`config.mk`:
```
export PLATFORM = sky130hd
export DESIGN_NAME = clkreg_bank
export DESIGN_NICKNAME = d
export VERILOG_FILES = /design/src/rtl/clkreg_pkg.sv /design/src/rtl/clkreg_decode.sv /design/src/rtl/clkreg_pll_update.sv /design/src/rtl/clkreg_bank.sv
export SDC_FILE = /design/constraint.sdc
export NUM_CORES = 1
export LEC_CHECK = 0
export BUFFER_PORTS_ARGS = -buffer_cell sky130_fd_sc_hd__buf_2
export CORE_ASPECT_RATIO = 1.75
export CORE_MARGIN = 3
export CORE_UTILIZATION = 45
export DETAILED_ROUTE_END_ITERATION = 12
export SLEW_MARGIN = 20
export SYNTH_ARGS = -nofsm -noshare
export SYNTH_HDL_FRONTEND = slang
export SYNTH_SLANG_ARGS = --single-unit
```
`constraint.sdc`:
```
create_clock -name clk -period 2.05 [get_ports clk]
set_clock_uncertainty 0.05 [all_clocks]
set_input_delay 0.1025 -clock clk [delete_from_list [all_inputs] [get_ports clk]]
set_output_delay 0.1025 -clock clk [all_outputs]
set_load 0.1 [all_outputs]
```
`src/rtl/clkreg_pkg.sv`:
```
// Package: register indices, access kinds, reset values and PLL bit positions
// for the clock-control register bank. Assumes 32-bit data words.
package clkreg_pkg;
    localparam int DW        = 32;
    localparam int NREGS     = 12;
    localparam int LOCK_B    = 31;
    localparam int SLIP_B    = 30;
    localparam int PD_B      = 12;

    localparam int IX_GATE_A = 0;
    localparam int IX_SRCSEL = 1;
    localparam int IX_DIV_A  = 2;
    localparam int IX_PLL0   = 3;
    localparam int IX_PLL1   = 4;
    localparam int IX_SWRST  = 5;
    localparam int IX_GATE_B = 6;
    localparam int IX_GATE_C = 7;
    localparam int IX_PLL2   = 8;
    localparam int IX_PLLG   = 9;
    localparam int IX_DIV_B  = 10;
    localparam int IX_TICK   = 11;

    typedef enum logic [1:0] {K_RW, K_PLL, K_WO, K_RO} kind_e;

    // Access kind of a register index.
    function automatic kind_e kind_of(input int i);
        case (i)
            IX_PLL0, IX_PLL1, IX_PLL2, IX_PLLG: return K_PLL;
            IX_SWRST:                           return K_WO;
            IX_TICK:                            return K_RO;
            default:                            return K_RW;
        endcase
    endfunction

    // Cold-reset value of a register index.
    function automatic logic [DW-1:0] rst_of(input int i);
        case (i)
            IX_GATE_A, IX_GATE_B, IX_GATE_C: return '1;
            IX_SRCSEL:                       return 32'h004A_AAAA;
            IX_PLL0:                         return 32'h8022_2101;
            IX_PLL1:                         return 32'h8020_2101;
            IX_PLL2:                         return 32'h80C0_2105;
            IX_PLLG:                         return 32'h8122_8606;
            default:                         return '0;
        endcase
    endfunction
endpackage

```
`src/rtl/clkreg_decode.sv`:
```
// Address decoder: splits a byte address into a word index and classifies
// the current access as legal read, legal write or illegal.
// Assumes at most one of rd_en / wr_en per cycle is meaningful.
module clkreg_decode
    import clkreg_pkg::*;
#(
    parameter int ADDR_W = 12,
    parameter int NUM_R  = NREGS,
    localparam int IDX_W = ADDR_W - 2
) (
    input  logic              rd_en,
    input  logic              wr_en,
    input  logic [ADDR_W-1:0] addr,
    output logic [IDX_W-1:0]  idx,
    output logic              rd_ok,
    output logic              wr_ok,
    output logic              bad
);
    logic  aligned, in_range, rd_legal, wr_legal;
    kind_e kind;

    // Classify the address and derive legality per access direction.
    always_comb begin
        idx      = addr[ADDR_W-1:2];
        aligned  = (addr[1:0] == 2'b00);
        in_range = (idx < IDX_W'(NUM_R));
        kind     = in_range ? kind_of(int'(idx)) : K_RO;
        rd_legal = aligned && in_range && (kind != K_WO);
        wr_legal = aligned && in_range && (kind != K_RO);
        rd_ok    = rd_en && rd_legal;
        wr_ok    = wr_en && wr_legal;
        bad      = (rd_en && !rd_legal) || (wr_en && !wr_legal);
    end
endmodule

```
`src/rtl/clkreg_pll_update.sv`:
```
// PLL word update: computes the value stored on a write to a PLL word,
// rewriting the lock and sticky loss-of-lock bits from the power-down bit.
module clkreg_pll_update
    import clkreg_pkg::*;
(
    input  logic [DW-1:0] cur,
    input  logic [DW-1:0] wdata,
    output logic [DW-1:0] nxt
);
    // Power-down forces unlocked + lost; run mode forces locked, W1C on the flag.
    always_comb begin
        nxt = wdata;
        if (wdata[PD_B]) begin
            nxt[LOCK_B] = 1'b0;
            nxt[SLIP_B] = 1'b1;
        end else begin
            nxt[LOCK_B] = 1'b1;
            nxt[SLIP_B] = cur[SLIP_B] & ~wdata[SLIP_B];
        end
    end
endmodule

```
`src/rtl/clkreg_bank.sv`:
```
// Clock-control register bank top. Holds the storage for the read/write and
// PLL words, ties the write-only and read-only words to zero, and registers
// read data and the error pulse. Assumes synchronous active-low reset.
module clkreg_bank
    import clkreg_pkg::*;
#(
    parameter int ADDR_W = 12,
    localparam int IDX_W = ADDR_W - 2,
    localparam int SEL_W = $clog2(NREGS)
) (
    input  logic              clk,
    input  logic              rst_n,
    input  logic              rd_en,
    input  logic              wr_en,
    input  logic [ADDR_W-1:0] addr,
    input  logic [DW-1:0]     wdata,
    output logic [DW-1:0]     rdata,
    output logic              err
);
    logic [IDX_W-1:0] idx;
    logic             rd_ok, wr_ok, bad;
    logic [DW-1:0]    regs [NREGS];
    logic [DW-1:0]    rdata_q;
    logic             err_q;

    clkreg_decode #(.ADDR_W(ADDR_W), .NUM_R(NREGS)) dec_i (
        .rd_en(rd_en), .wr_en(wr_en), .addr(addr),
        .idx(idx), .rd_ok(rd_ok), .wr_ok(wr_ok), .bad(bad)
    );

    for (genvar i = 0; i < NREGS; i++) begin : g_reg
        localparam kind_e KIND = kind_of(i);
        if (KIND == K_PLL) begin : g_pll
            logic [DW-1:0] pll_nxt;
            clkreg_pll_update upd_i (.cur(regs[i]), .wdata(wdata), .nxt(pll_nxt));
            // Store the PLL word with recomputed status bits.
            always_ff @(posedge clk) begin
                if (!rst_n)                                 regs[i] <= rst_of(i);
                else if (wr_ok && idx == IDX_W'(i))         regs[i] <= pll_nxt;
            end
            a_r3_pd_status: assert property (@(posedge clk) disable iff (!rst_n)
                (wr_en && addr == ADDR_W'(i*4) && wdata[PD_B])
                |=> (regs[i][LOCK_B:SLIP_B] == 2'b01));
            a_r4_run_status: assert property (@(posedge clk) disable iff (!rst_n)
                (wr_en && addr == ADDR_W'(i*4) && !wdata[PD_B])
                |=> (regs[i][LOCK_B] &&
                     regs[i][SLIP_B] == ($past(regs[i][SLIP_B]) && !$past(wdata[SLIP_B]))));
        end else if (KIND == K_RW) begin : g_rw
            // Store ordinary words verbatim.
            always_ff @(posedge clk) begin
                if (!rst_n)                                 regs[i] <= rst_of(i);
                else if (wr_ok && idx == IDX_W'(i))         regs[i] <= wdata;
            end
            a_r2_verbatim: assert property (@(posedge clk) disable iff (!rst_n)
                (wr_en && addr == ADDR_W'(i*4)) |=> (regs[i] == $past(wdata)));
        end else begin : g_const
            // Write-only and read-only words hold no state.
            assign regs[i] = '0;
        end
    end

    // Register read data on each read strobe; illegal reads return zero.
    always_ff @(posedge clk) begin
        if (!rst_n)     rdata_q <= '0;
        else if (rd_en) rdata_q <= rd_ok ? regs[idx[SEL_W-1:0]] : '0;
    end

    // Register the one-cycle error pulse.
    always_ff @(posedge clk) begin
        if (!rst_n) err_q <= 1'b0;
        else        err_q <= bad;
    end

    assign rdata = rdata_q;
    assign err   = err_q;

    a_r5_wo_read: assert property (@(posedge clk) disable iff (!rst_n)
        (rd_en && !wr_en && addr == ADDR_W'(IX_SWRST*4)) |=> (rdata == '0 && err));
    a_r6_ro_write: assert property (@(posedge clk) disable iff (!rst_n)
        (wr_en && addr == ADDR_W'(IX_TICK*4)) |=> err);
    a_r7_range: assert property (@(posedge clk) disable iff (!rst_n)
        ((rd_en || wr_en) && addr[ADDR_W-1:2] >= IDX_W'(NREGS)) |=> err);
    a_r8_misaligned: assert property (@(posedge clk) disable iff (!rst_n)
        ((rd_en || wr_en) && addr[1:0] != 2'b00) |=> err);
    a_r9_idle_quiet: assert property (@(posedge clk) disable iff (!rst_n)
        (!rd_en && !wr_en) |=> !err);
endmodule

```
==> results.md <==
- Yosys instantiated no cell more often than nand2_1.
- The end of the worst hold path is err.
- The total grt overflow is 0.
- The nature of the critical path startpoint is an input pin.
- The CTS tree is done.
- The cell area after technology mapping is ~15000 µm².
- The global-route usage over all layers is a little over a quarter.
- The sequential element share of the synthesized area is a little under half.
- The Yosys step of the flow raised 0 warnings.
- Data on the critical path is required at its endpoint by about 2.4 ns.
- For this run, the share of the core covered by cells in the final layout is 54.4%.
- The total of max-cap violations is 0.
- Registers take 7070 µm².
- Detailed placement ended at an HPWL of roughly 32000 µm.
- For this design the top-level I/O count stands at 81.
- The root buffer cell chosen for the clock tree is clkbuf_16.
- After floorplanning, the core was sized to cover 33900 µm².
- For this run, design rule violations remaining after detail routing come to 0.
- Of all nets on the critical path, the largest fanout is 23.
- The synthesized design spends more area on one cell type than any other, namely dfxtp_1.
- IR analysis of the VDD net gives a maximum drop of 0.000617 V.
- The length in cells of the worst reg-to-reg path is 4.
- The number of distinct library cell variants in the gate-level netlist after synthesis is 40.
- The average routed wire per standard cell is approximately 21 µm.
- The number of storage elements in the synthesis netlist is 353.
- The count of buffers added on input and output ports is 80.
- The highest clock frequency the design can meet is 510 MHz.
- The largest single stage delay on the critical path is ~0.62 ns.
- By count the netlist is led by nand2_1 (531), dfxtp_1 (353), nand3_1 (152).
- The die boundary width is roughly 150 µm.
- The number of iterations in the first detailed-routing pass is 5.
- The number of cells on the worst hold path is 4.
- After routing, the total negative slack on setup checks comes to 0 ns.
- Total power for the finished layout comes to between 10 and 15 mW.
- The maximum number of pins on one net before global-route repair is ~170.
- Sorting the synthesized cells by area gives the leading types as dfxtp_1 (46%), nand2_1 (13%), mux2i_1 (8.8%).
- The level count of the clock H-tree is 2.
- At the worst endpoint, the arrival time is 2.32 ns.
- The clock period minus worst slack is 1.96 ns.
- The worst-margin pin slew is a little under 0.8 ns.
- At the later pin of the worst-skew pair, clock insertion delay measures between 0.5 and 0.6 ns.
- Setup repair after global routing left no endpoint under its margin.
- Buffers added to address setup during post-CTS repair amount to 0.
- The critical path goes through dlygate4sd3_1 > buf_4 > nor2_1 > nand4_1 > buf_12 > o21ai_0 > a21boi_0.
- The critical path start-end classification is in2reg.
- The routed wire length is 49800 µm.
- The slack of the worst reg-to-reg path is 0.29 ns.
- The placement-stage worst setup slack is -0.162 ns.
- For this block, the via count after detailed routing is ~13000.
- The number of nets in the synthesized netlist is about 1800.
- The floorplan has 89 rows.
- The endpoint identified for the worst register-to-register timing path is rdata[16].
- The die area is ~37000 µm².
- The synthesis-to-finish area growth is 19.1%.
- The setup slack of the critical path after layout is slightly below 0.09 ns.
- The number of buffers inserted during clock tree synthesis is 35.
- The count of pins over their slew limit came to 0.
- The first routing iteration left 908 violations.
- The clock passes through at most 3 buffers.
- The remaining antenna violation count after routing is 0.
- After clock tree synthesis, the clock-pin slew on the worst setup and hold paths is approximately 0.060 ns.
- At the end of routability-driven placement, the weighted congestion stood at approximately 0.84.
- On the critical path, the stage with the largest delay is an instance of nor2_1.
- The worst hold path belongs to the class in2reg.
- The wire length of the first global-routing pass is between 70000 and 80000 µm.
- The initial antenna violation count is 0.
- The worst setup path is captured at a register.
- The run finished with clean final reports.
- The worst flop-to-flop path startpoint is regs[272].
- The number of standard cells after synthesis is approximately 1800.
- The area occupied by multi-input gates is roughly 7700 µm².
- The number of antenna diodes in the final layout is 0.
- The floorplan step set the die height to roughly 250 µm.
- Summed over all cells, the static leakage comes to between 7 and 8 nW.
- The via density per instance is about 5.6.
- The initial utilization of the core area, before any placement, comes to between 40% and 50%.
- In the synthesized netlist the dominant register cell turns out to be dfxtp_1.
- The most critical setup path has its startpoint at addr[2].
- The final net count is ~1900.
- After synthesis, the largest area contributor takes up roughly 46% of total cell area.
- The synthesized area per cell is a little under 9 µm².
- The startpoint identified for the worst hold timing path is wr_en.
- The final setup violation count is 0.
- The count of endpoints failing hold in the final timing report came to 0.
- After synthesis, the share of flip-flops with an asynchronous set or reset is 0%.
- Fill cells in the final layout number ~3200.
- The fraction of layout cells with a size suffix above 1 is between 15 and 20%.
- The post-route fraction of the period consumed by the critical path is between 90% and 100%.
- The clock sink total is between 300 and 400.
- The power per cell area is approximately 800 nW/µm².
- The worst hold-check slack is approximately 0.15 ns.
- The via count of the first global-routing pass is approximately 13000.
- The synthesized design contains 0 enable-type register cells.
- The relative max-transition margin is between 40% and 50%.
## power by group
group,switching (mW),internal (mW)
Combinational,0.603,0.406
Sequential,0.000935,6.86
Clock,2.78,3.87
## worst max-delay path by stage
| stage | endpoint | slack [ns] | cells past startpoint |
|---|---|---|---|
| floorplan | rdata[10] | 0.16 | 6 |
| global placement | regs[140] | -0.16 | 8 |
| detailed placement | regs[154] | -0.16 | 8 |
| CTS | regs[105] | 0.08 | 8 |
| global route | regs[84] | 0.02 | 9 |
| finish | regs[126] | 0.09 | 7 |
## logic make-up (layout without fill, tap and decap cells)
logic type             after synthesis  count (layout)  share of synthesized area (%)
AND/OR/NAND/NOR                    794             794                           22.7
flip-flops                         353             353                           45.7
AO/OA/AOI/OAI                      286             286                           14.1
buffers and inverters              184             285                           4.82
multiplexers                       168             168                           12.7
## cells in the final DEF, fill, tap and decap left out, types with 21 or more instances in the layout
cell type      Yosys  routed
a32o_1            31      31
buf_12             0      25
nand3_1          152     152
o211ai_1          38      38
mux4_2            21      21
dfxtp_1          353     353
buf_4              0      81
nor2b_1           83      80
dlygate4sd3_1      0      35
nand2_1          531     531
clkbuf_16          0      36
mux2i_1          136     136
buf_2             44      77
a211o_1           31      31
a21boi_1          84      84
a21boi_0          45      45
o21ai_0           30      30
## metal layers
layer	GRT usage (%)	vias to the layer above	routed length, µm
li1	-	6237	-
met1	31.0	6351	19600
met2	49.4	388	26200
met3	3.26	90	2270
met4	9.58	0	1720
met5	0	-	0
## through the flow
| step | instances | area, µm² |
|---|---|---|
| final | 2341 | 18400 |
| after global routing | 2341 | 18400 |
| after CTS | 2341 | 18400 |
| after detailed placement | 2244 | 16900 |
| after global placement | 2244 | 16900 |
| after floorplan | 1785 | 15500 |
## flip-flops by register name (all words and copies together), names as in the netlist
name and flops:
regs 320, rdata 32, err 1
## critical path: cells and delay by family
family | cells | cell delay, ns
buffers and inverters | 3 | 1.02
AO/OA/AOI/OAI | 2 | 0.24
AND/OR/NAND/NOR | 2 | 0.94
## repair_timing
item	in CTS	in global routing
hold buffers	35	0
resized for setup	0	1
endpoints found under the hold margin	317	0
endpoints found under the setup margin	0	2
## cell type report
cell class                 instances  share of cell area, %
multi-input combinational       1248                   41.9
sequential                       353                   38.3
timing repair buffer             221                   10.2
clock buffer                      49                   5.53
tap                              455                   3.09
clock inverter                    13                  0.862
inverter                           2                 0.0407
Power figures use the tool's default switching activity.
